`config.mk`:
```
export PLATFORM = sky130hd
export DESIGN_NAME = nand_width_adapter
export DESIGN_NICKNAME = d
export VERILOG_FILES = /design/src/rtl/nwa_pkg.sv /design/src/rtl/nwa_plan.sv /design/src/rtl/nwa_seq.sv /design/src/rtl/nwa_lane.sv /design/src/rtl/nand_width_adapter.sv
export SDC_FILE = /design/constraint.sdc
export NUM_CORES = 1
export LEC_CHECK = 0
export BUFFER_PORTS_ARGS = -buffer_cell sky130_fd_sc_hd__buf_2
export CAP_MARGIN = 20
export CELL_PAD_IN_SITES_DETAIL_PLACEMENT = 1
export CELL_PAD_IN_SITES_GLOBAL_PLACEMENT = 1
export CORE_MARGIN = 4
export CORE_UTILIZATION = 38
export CTS_CLUSTER_SIZE = 40
export DETAILED_ROUTE_END_ITERATION = 10
export PLACE_DENSITY_LB_ADDON = 0.1
export SLEW_MARGIN = 10
export SYNTH_ARGS = -nofsm -noshare
export SYNTH_HDL_FRONTEND = slang
export SYNTH_SLANG_ARGS = --single-unit
```
`constraint.sdc`:
```
create_clock -name clk -period 3.11 [get_ports clk]
set_clock_uncertainty 0.15 [all_clocks]
set_input_delay 0.4665 -clock clk [delete_from_list [all_inputs] [get_ports clk]]
set_output_delay 0.4665 -clock clk [all_outputs]
set_load 0.03 [all_outputs]
```
`src/rtl/nwa_pkg.sv`:
```
// Shared encodings for the NAND access width adapter.
package nwa_pkg;
    typedef enum logic [1:0] {
        WIN_CMD  = 2'd0,
        WIN_ADDR = 2'd1,
        WIN_DATA = 2'd2,
        WIN_ALT  = 2'd3
    } win_e;

    typedef enum logic [1:0] {
        SZ_ONE  = 2'd0,
        SZ_TWO  = 2'd1,
        SZ_FOUR = 2'd2,
        SZ_WIDE = 2'd3
    } size_e;

    typedef enum logic [1:0] {
        SEQ_IDLE,
        SEQ_STROBE,
        SEQ_GAP,
        SEQ_DONE
    } seq_e;
endpackage

```
`src/rtl/nwa_plan.sv`:
```
// nwa_plan: decodes one host request into a device-cycle count and its
// latch and truncation flags. Purely combinational; it assumes the request
// fields are stable while req_valid is high.
module nwa_plan #(
    parameter int BEAT_W = 3
) (
    input  logic [1:0]        size,
    input  logic [1:0]        window,
    input  logic              write,
    input  logic              wide,
    input  logic              is_nand,
    output logic [BEAT_W-1:0] beats,
    output logic              trunc,
    output logic              cle_sel,
    output logic              ale_sel,
    output logic              skip
);
    import nwa_pkg::*;

    size_e size_v;
    win_e  win_v;

    assign size_v = size_e'(size);
    assign win_v  = win_e'(window);

    // Cycle count from access size and device width
    always_comb begin
        case (size_v)
            SZ_ONE:  beats = BEAT_W'(1);
            SZ_TWO:  beats = wide ? BEAT_W'(1) : BEAT_W'(2);
            default: beats = wide ? BEAT_W'(2) : BEAT_W'(4);
        endcase
    end

    // Latch strobe selection and special cases
    always_comb begin
        trunc   = wide && !write && (size_v == SZ_ONE);
        cle_sel = write && (win_v == WIN_CMD);
        ale_sel = write && (win_v == WIN_ADDR);
        skip    = !is_nand;
    end
endmodule

```
`src/rtl/nwa_seq.sv`:
```
// nwa_seq: sequences the device cycles of one access. Each cycle holds its
// strobe until an acknowledge, and an idle gap separates two cycles. The
// access ends with a one-cycle done state. Assumes beats >= 1.
module nwa_seq #(
    parameter int BEAT_W = 3
) (
    input  logic              clk,
    input  logic              rst_n,
    input  logic              req_valid,
    input  logic              skip,
    input  logic [BEAT_W-1:0] beats,
    input  logic              dev_ack,
    output logic              accept,
    output logic              capture,
    output logic              strobe_on,
    output logic              ce_on,
    output logic              done,
    output logic [BEAT_W-1:0] idx
);
    import nwa_pkg::*;

    seq_e              state_q;
    logic [BEAT_W-1:0] total_q;
    logic              last_beat;

    assign last_beat = (idx + BEAT_W'(1)) == total_q;

    // Handshake outputs decoded from state
    always_comb begin
        accept    = (state_q == SEQ_IDLE) && req_valid;
        strobe_on = (state_q == SEQ_STROBE);
        capture   = strobe_on && dev_ack;
        ce_on     = (state_q == SEQ_STROBE) || (state_q == SEQ_GAP);
        done      = (state_q == SEQ_DONE);
    end

    // State, beat index and beat total
    always_ff @(posedge clk) begin
        if (!rst_n) begin
            state_q <= SEQ_IDLE;
            idx     <= '0;
            total_q <= '0;
        end else begin
            case (state_q)
                SEQ_IDLE: if (req_valid) begin
                    idx     <= '0;
                    total_q <= beats;
                    state_q <= skip ? SEQ_DONE : SEQ_STROBE;
                end
                SEQ_STROBE: if (dev_ack) begin
                    if (last_beat) begin
                        state_q <= SEQ_DONE;
                    end else begin
                        idx     <= idx + BEAT_W'(1);
                        state_q <= SEQ_GAP;
                    end
                end
                SEQ_GAP:  state_q <= SEQ_STROBE;
                default:  state_q <= SEQ_IDLE;
            endcase
        end
    end
endmodule

```
`src/rtl/nwa_lane.sv`:
```
// nwa_lane: selects the write slice for the current device cycle and
// collects read slices into the host word, least-significant first.
// Assumes DEV_W is 16 and HOST_W is a multiple of DEV_W.
module nwa_lane #(
    parameter int HOST_W = 32,
    parameter int DEV_W  = 16,
    parameter int BEAT_W = 3
) (
    input  logic              clk,
    input  logic              rst_n,
    input  logic              clear,
    input  logic              capture,
    input  logic              wide,
    input  logic              trunc,
    input  logic [BEAT_W-1:0] idx,
    input  logic [HOST_W-1:0] wdata,
    input  logic [DEV_W-1:0]  din,
    output logic [DEV_W-1:0]  dout,
    output logic [HOST_W-1:0] rdata
);
    localparam int NARROW_W = DEV_W / 2;
    localparam int BYTES    = HOST_W / 8;
    localparam int PER_HALF = DEV_W / 8;

    // Write slice for the current beat, narrow slices zero-extended
    always_comb begin
        if (wide) begin
            dout = wdata[int'(idx) * DEV_W +: DEV_W];
        end else begin
            dout = {{(DEV_W - NARROW_W){1'b0}}, wdata[int'(idx) * NARROW_W +: NARROW_W]};
        end
    end

    for (genvar g = 0; g < BYTES; g++) begin : g_byte
        localparam int HALF = g / PER_HALF;
        localparam int SUB  = g % PER_HALF;
        logic [7:0] lane_q;

        // Capture this byte from the beat that carries it
        always_ff @(posedge clk) begin
            if (!rst_n || clear) begin
                lane_q <= '0;
            end else if (capture) begin
                if (!wide) begin
                    if (int'(idx) == g) lane_q <= din[7:0];
                end else if (int'(idx) == HALF && !(trunc && SUB != 0)) begin
                    lane_q <= din[SUB * 8 +: 8];
                end
            end
        end

        assign rdata[g * 8 +: 8] = lane_q;
    end
endmodule

```
`src/rtl/nand_width_adapter.sv`:
```
// nand_width_adapter: serialises a 1/2/4-byte host access into 8- or
// 16-bit device cycles, with latch strobes picked by the target window.
// Assumes the request fields and configuration stay stable from accept
// until req_ready.
module nand_width_adapter #(
    parameter int HOST_W = 32,
    parameter int DEV_W  = 16
) (
    input  logic              clk,
    input  logic              rst_n,
    input  logic              cfg_is_nand,
    input  logic [1:0]        cfg_width,
    input  logic              req_valid,
    output logic              req_ready,
    input  logic              req_write,
    input  logic [1:0]        req_window,
    input  logic [1:0]        req_size,
    input  logic [HOST_W-1:0] req_wdata,
    output logic [HOST_W-1:0] rsp_rdata,
    output logic              dev_ce,
    output logic              dev_cle,
    output logic              dev_ale,
    output logic              dev_we,
    output logic              dev_re,
    output logic [DEV_W-1:0]  dev_dout,
    input  logic [DEV_W-1:0]  dev_din,
    input  logic              dev_ack
);
    localparam int MAX_BEATS = HOST_W / 8;
    localparam int BEAT_W    = $clog2(MAX_BEATS + 1);

    logic              width_hi_unused;
    logic [BEAT_W-1:0] plan_beats;
    logic              plan_trunc, plan_cle, plan_ale, plan_skip;
    logic              accept, capture, strobe_on, ce_on, done;
    logic [BEAT_W-1:0] idx;
    logic              wr_q, cle_q, ale_q, wide_q, trunc_q;
    logic [HOST_W-1:0] wdata_q;
    logic [DEV_W-1:0]  lane_dout;

    assign width_hi_unused = cfg_width[1];

    nwa_plan #(.BEAT_W(BEAT_W)) i_plan (
        .size    (req_size),
        .window  (req_window),
        .write   (req_write),
        .wide    (cfg_width[0]),
        .is_nand (cfg_is_nand),
        .beats   (plan_beats),
        .trunc   (plan_trunc),
        .cle_sel (plan_cle),
        .ale_sel (plan_ale),
        .skip    (plan_skip)
    );

    nwa_seq #(.BEAT_W(BEAT_W)) i_seq (
        .clk       (clk),
        .rst_n     (rst_n),
        .req_valid (req_valid),
        .skip      (plan_skip),
        .beats     (plan_beats),
        .dev_ack   (dev_ack),
        .accept    (accept),
        .capture   (capture),
        .strobe_on (strobe_on),
        .ce_on     (ce_on),
        .done      (done),
        .idx       (idx)
    );

    // Hold the access attributes for the whole access
    always_ff @(posedge clk) begin
        if (!rst_n) begin
            wr_q    <= 1'b0;
            cle_q   <= 1'b0;
            ale_q   <= 1'b0;
            wide_q  <= 1'b0;
            trunc_q <= 1'b0;
            wdata_q <= '0;
        end else if (accept) begin
            wr_q    <= req_write;
            cle_q   <= plan_cle;
            ale_q   <= plan_ale;
            wide_q  <= cfg_width[0];
            trunc_q <= plan_trunc;
            wdata_q <= req_wdata;
        end
    end

    nwa_lane #(.HOST_W(HOST_W), .DEV_W(DEV_W), .BEAT_W(BEAT_W)) i_lane (
        .clk     (clk),
        .rst_n   (rst_n),
        .clear   (accept),
        .capture (capture && !wr_q),
        .wide    (wide_q),
        .trunc   (trunc_q),
        .idx     (idx),
        .wdata   (wdata_q),
        .din     (dev_din),
        .dout    (lane_dout),
        .rdata   (rsp_rdata)
    );

    // Device-side strobes and data drive
    always_comb begin
        req_ready = done;
        dev_ce    = ce_on;
        dev_we    = strobe_on && wr_q;
        dev_re    = strobe_on && !wr_q;
        dev_cle   = strobe_on && cle_q;
        dev_ale   = strobe_on && ale_q;
        dev_dout  = (strobe_on && wr_q) ? lane_dout : '0;
    end
endmodule

```
# Yosys cells after proc, flatten, opt, wreduce, memory -nomap -nowiden

Index checks and enable logic that the tools add are counted.

Bits in registers: 77
Memory bits (read-only): 0
Latch bits: 0
Memories kept: 0
Memory bits (writable): 0

Magnitude comparators: 0
Reduce and logical (&&, ||, !) cells: 34
$add $sub $neg: 1
Mux-type cells: 22
Divide/modulo/power cells: 0
Bitwise gates (word level): 0
Multipliers: 0
Equality and inequality tests: 15
Shift operators: 2

Operator list:

| cell                                                                     | number |
|---|---|
| 8-bit two-way mux                                                        | 8 |
| 16-bit two-way mux                                                       | 2 |
| 32-bit by 7-bit variable part select with 8-bit output                   | 1 |
| 32-bit by 8-bit variable part select with 16-bit output                  | 1 |
| 1-bit logical AND                                                        | 13 |
| 3-bit two-way mux                                                        | 4 |
| 3-bit case mux with 2 select lines                                       | 2 |
| 3-bit AND reduction                                                      | 3 |
| 2-bit two-way mux                                                        | 4 |
| 2-bit nonzero test                                                       | 4 |
| 2-bit by 1-bit == test with 1-bit output (second input constant)         | 3 |
| 3-bit == test (second input constant)                                    | 2 |
| 2-bit zero test                                                          | 3 |
| 2-bit by 1-bit inequality test with 1-bit output (second input constant) | 3 |
| 2-bit inequality test (second input constant)                            | 3 |
| 2-bit case mux with 3 select lines                                       | 1 |
| 2-bit AND reduction                                                      | 3 |
| 2-bit == test (second input constant)                                    | 2 |
| 1-bit zero test                                                          | 4 |
| 4-bit AND reduction                                                      | 1 |
| 3-bit by 1-bit adder with 3-bit output (second input constant)           | 1 |
| 3-bit by 2-bit == test with 1-bit output (second input constant)         | 1 |
| 3-bit == test                                                            | 1 |
| 3-bit zero test                                                          | 1 |
| other kinds (2)                                                          | 3 |

# Depth between registers and ports, before layout

Word-level depth: 5
Mapped depth: 9
Gate-level depth less buffers: 6

# Cells and area by module

A second synthesis with hierarchy kept.

Cell total of the unflattened synthesis: 419
Area total of the unflattened synthesis: 4053.9 um2

Modules (own cells, without submodules):

| module             | instances | cells an instance | sequential area each (um2) | area each (um2) |
|---|---|---|---|---|
| nwa_lane           | 1         | 209               | 640.6                      | 1908.1 |
| nand_width_adapter | 1         | 143               | 740.7                      | 1571.5 |
| nwa_seq            | 1         | 57                | 160.2                      | 509.2 |
| nwa_plan           | 1         | 10                | 0.0                        | 65.1 |

# Worst setup path after synthesis

OpenSTA, ideal clock, no wires.

Path type: reg-to-output
From: reg i_seq.state_q[1]
To: out dev_dout[10]
Setup slack: 0.761 ns
Required time: 2.493 ns
Arrival time: 1.732 ns
Cell stages (with the launch flop): 7
Path through: dfxtp_1 inv_1 ha_1 nand3_2 or3_1 buf_2 nor2_1

Cells in the longest elaborated chain, start to end: 3

RTL lines:

| item                                     | line                      | text |
|---|---|---|
| start, declared                          | nwa_seq.sv:22             | `seq_e state_q;` |
| start signal, assigned                   | nwa_seq.sv:48             | `state_q <= skip ? SEQ_DONE : SEQ_STROBE;` |
| 2-bit by 1-bit == test with 1-bit output | nwa_seq.sv:31             | `strobe_on = (state_q == SEQ_STROBE);` |
| 1-bit logical AND                        | nand_width_adapter.sv:112 | `dev_dout = (strobe_on && wr_q) ? lane_dout : '0;` |
| 16-bit two-way mux                       | nand_width_adapter.sv:112 |  |
| end, declared                            | nand_width_adapter.sv:25  | `output logic [DEV_W-1:0] dev_dout,` |

No other way between the ends.

# Final worst setup path

From: reg i_seq.idx[0]
To: out dev_dout[4]

Cells in the longest elaborated chain, start to end: 3
Elaborated cells between the ends (all ways): 4

RTL lines:

| item                                                                                                                                     | line                           | text |
|---|---|---|
| start, declared                                                                                                                          | nwa_seq.sv:18                  | `output logic [BEAT_W-1:0] idx` |
| start signal, assigned                                                                                                                   | nwa_seq.sv:54                  | `idx <= idx + BEAT_W'(1);` |
| 32-bit by 7-bit variable part select with 8-bit output / 32-bit by 8-bit variable part select with 16-bit output (equally long branches) | nwa_lane.sv:30, nwa_lane.sv:28 |  |
| 16-bit two-way mux *                                                                                                                     | nwa_lane.sv:27                 | `if (wide) begin` |
| 16-bit two-way mux *                                                                                                                     | nand_width_adapter.sv:112      |  |

Every way passes the cells marked *; elsewhere a longest branch is shown, timed or not.

==> impl_results.md <==
- Status: complete, no violations
- FF-to-FF End: i_lane.g_byte[1].lane_q[0]$_SDFFE_PP0P_
- RSZ-0062 raised after global routing: no
- Sequential power share: 42.5%
- CTS Hold Bufs: 0
- Worst Hold Path EP: wdata_q[7]$_SDFFE_PN0P_
- Global-route usage over all layers: 18.9%
- CTS Root Cell: clkbuf_8
- N_diodes: 0
- Hold Startpoint: req_wdata[7]
- Warnings, synthesis: 0
- Hold path cells: 2
- Hold WC Path Type: in -> reg
- Pins Over Slew Limit: 0
- R2r worst-path depth: 6
- Largest net degree at the start of global routing: 36
- PnR Total Power: 2.85 mW
- Top FF cell, synth: dfxtp_1
- Yosys cell types: 47
- Hold_ws: 160 ps
- Max Clock Freq: 0.358 GHz
- Cells after synthesis: 379
- Number of flops mapped to enable cells by yosys: 0
- P_sw: 1.02 mW
- Mapped Area: 0.00367 mm^2
- Total die area: 0.0113 mm^2
- Worst Path Required: 2490 ps
- Clock buffer depth: 2
- Total gr overflow: 0
- Fillers: 1094
- Commonest non-fill, non-tap cell in the layout: buf_2
- Max-Cap Viols: 0
- Port Buffers: 112
- Critical path's slowest cell: nor2b_1
- Final Util: 48.7%
- R2R Path Start: i_seq.idx[0]$_SDFFE_PN0P_
- Share of layout cells above drive strength 1: 30.3%
- Net Count, Synth: 449
- Asr flop ratio synth: 0%
- Setup crit end kind: output port
- Top Ports: 114
- Post-CTS Setup Inserts: 0
- Least-Margin Pin Slew: 644 ps
- Detailed Routing Iterations Pass 1: 4
- Starting density of the core: 39.3%
- R2R setup slack: 810 ps
- Drt wl/cell: 17.1 um
- TritonCTS clock tree: built
- Synthesis-stage register bit count: 77
- CTS Buf Count: 9
- Final Hold Violating Endpoints: 0
- Mean Syn Cell Area: 9.68 um^2
- Chip Width: 106 um
- Sequential area share after synthesis: 42.0%
- Biggest cell delay along the critical path: 590 ps
- Number of clock sinks: 77
- Most frequent cells in the layout: buf_2, dfxtp_1, nor2_1
- CP Class: reg -> out
- Setup TNS: 0 ps
- Max H-tree Level: 3
- Core box area: 0.00933 mm^2
- Clock transition at path regs: 90 ps
- Cell Pwr Density: 627 mW/mm^2
- Initial antenna violation count: 0
- Final HPWL DP: 7740 um
- CP Cell Sequence: nor2b_1 > a22oi_1 > o22a_1 > nor2_1 > buf_2
- Vias post-DR: 3278
- Clock share of power: 26.6%
- Slew headroom: 57.0%
- Endpoints failing setup: 0
- Int Pwr: 1.82 mW
- Die Y: 106 um
- ANT nets after route: 0
- Worst Setup Start Kind: flop
- DR DRC count: 0
- Peak VDD IR: 285 uV
- Combinational share of power: 30.9%
- Clk Latency, worst-skew pair: 350 ps
- Switching share of power: 35.9%
- # rows: 35
- Vias per std cell: 5.31
- LEAKAGE: 2.08 nW
- NumNets Final: 553
- Vias in the first global route: 3395
- CP max FO: 12
- WL final: 10500 um
- Synthesis-to-layout area growth: 23.8%
- Initial detailed-routing violation count: 98
- Final period utilization: 89.8%
- Post-cts gate resize count: 0
- GP Congestion: 0.769
- Tmin final: 2790 ps
- First-pass GRT wire length: 17300 um
- Worst Path Arrival: 2180 ps
## cell type report
cell class                      instances  area [um^2]  area share (%)
Clock inverter                          6         63.8            1.40
Multi-Input combinational cell        254         1930            42.4
Tap cell                              129          161            3.55
Sequential cell                        77         1540            33.9
Clock buffer                           10          128            2.81
Timing Repair Buffer                  123          656            14.4
Inverter                               18         67.6            1.49
## cells by family after synthesis
family / count (synthesis) / synth area share, %
buffers and inverters: 48 / 5.56
adders and majority gates: 10 / 3.41
muxes: 36 / 10.2
xor gates and xnor gates: 3 / 0.716
and+or+nand+nor: 98 / 13.3
DFF: 77 / 42.0
AOI/OAI and AO/OA: 107 / 24.9
## synth_stat cells, types with 10 or more instances
| master | instances | area (um^2) |
|---|---|---|
| mux2i_1 | 27 | 270 |
| and3_1 | 10 | 62.6 |
| dfxtp_1 | 77 | 1540 |
| a21oi_1 | 16 | 80.1 |
| clkbuf_1 | 10 | 37.5 |
| a22o_1 | 35 | 307 |
| nand2_1 | 11 | 41.3 |
| inv_1 | 16 | 60.1 |
| ha_1 | 10 | 125 |
| o221a_1 | 16 | 180 |
| nor2_1 | 51 | 191 |
| buf_2 | 19 | 95.1 |
## worst max path at each step
stage               slack, ps                           from            to
floorplan                 760  i_seq.state_q[1]$_SDFFE_PN0P_  dev_dout[10]
global placement          690      i_seq.idx[0]$_SDFFE_PN0P_   dev_dout[5]
detailed placement        700      i_seq.idx[0]$_SDFFE_PN0P_   dev_dout[1]
CTS                       260      i_seq.idx[0]$_SDFFE_PN0P_   dev_dout[4]
global route              150      i_seq.idx[0]$_SDFFE_PN0P_   dev_dout[4]
finish                    320      i_seq.idx[0]$_SDFFE_PN0P_   dev_dout[4]
## state kept, by name (all words and copies together) (netlist names)
| signal | cells |
|---|---|
| trunc_q | 1 |
| wide_q | 1 |
| wdata_q | 32 |
| i_seq.state_q | 2 |
| i_lane.g_byte.lane_q | 32 |
| i_seq.total_q | 3 |
| cle_q | 1 |
| i_seq.idx | 3 |
| wr_q | 1 |
| ale_q | 1 |
## power by group through the flow
stage	registers, mW	clock network (mW)	logic [mW]
after CTS	1.21	0.772	0.887
after floorplan	1.23	0	0.628
final	1.21	0.757	0.879
after global placement	1.23	0	0.863
after global routing	1.23	0.814	0.965
after detailed placement	1.23	0	0.884
## worst max-delay path, delay by kind of cell, from the launching register on
| family | cells | cell delay, ps |
|---|---|---|
| buffers and inverters | 1 | 220 |
| flip-flops | 1 | 490 |
| AND/OR/NAND/NOR | 2 | 710 |
| AO/OA/AOI/OAI | 2 | 410 |
## layer usage
layer	vias to the layer above	GRT usage [%]	wire, um
met3	10	3.58	451
li1	1594	-	-
met5	-	0	0
met4	0	5.64	134
met2	74	30.9	4950
met1	1600	25.4	5000
## metrics by stage
step	cell area, um^2	cells	setup WS [ps]
2_1_floorplan	3670	379	761
3_3_place_gp	4350	601	691
3_5_place_dp	4350	601	699
4_1_cts	4540	617	263
5_1_grt	4540	617	146
6_report	4540	617	318
Power figures use the tool's default switching activity.
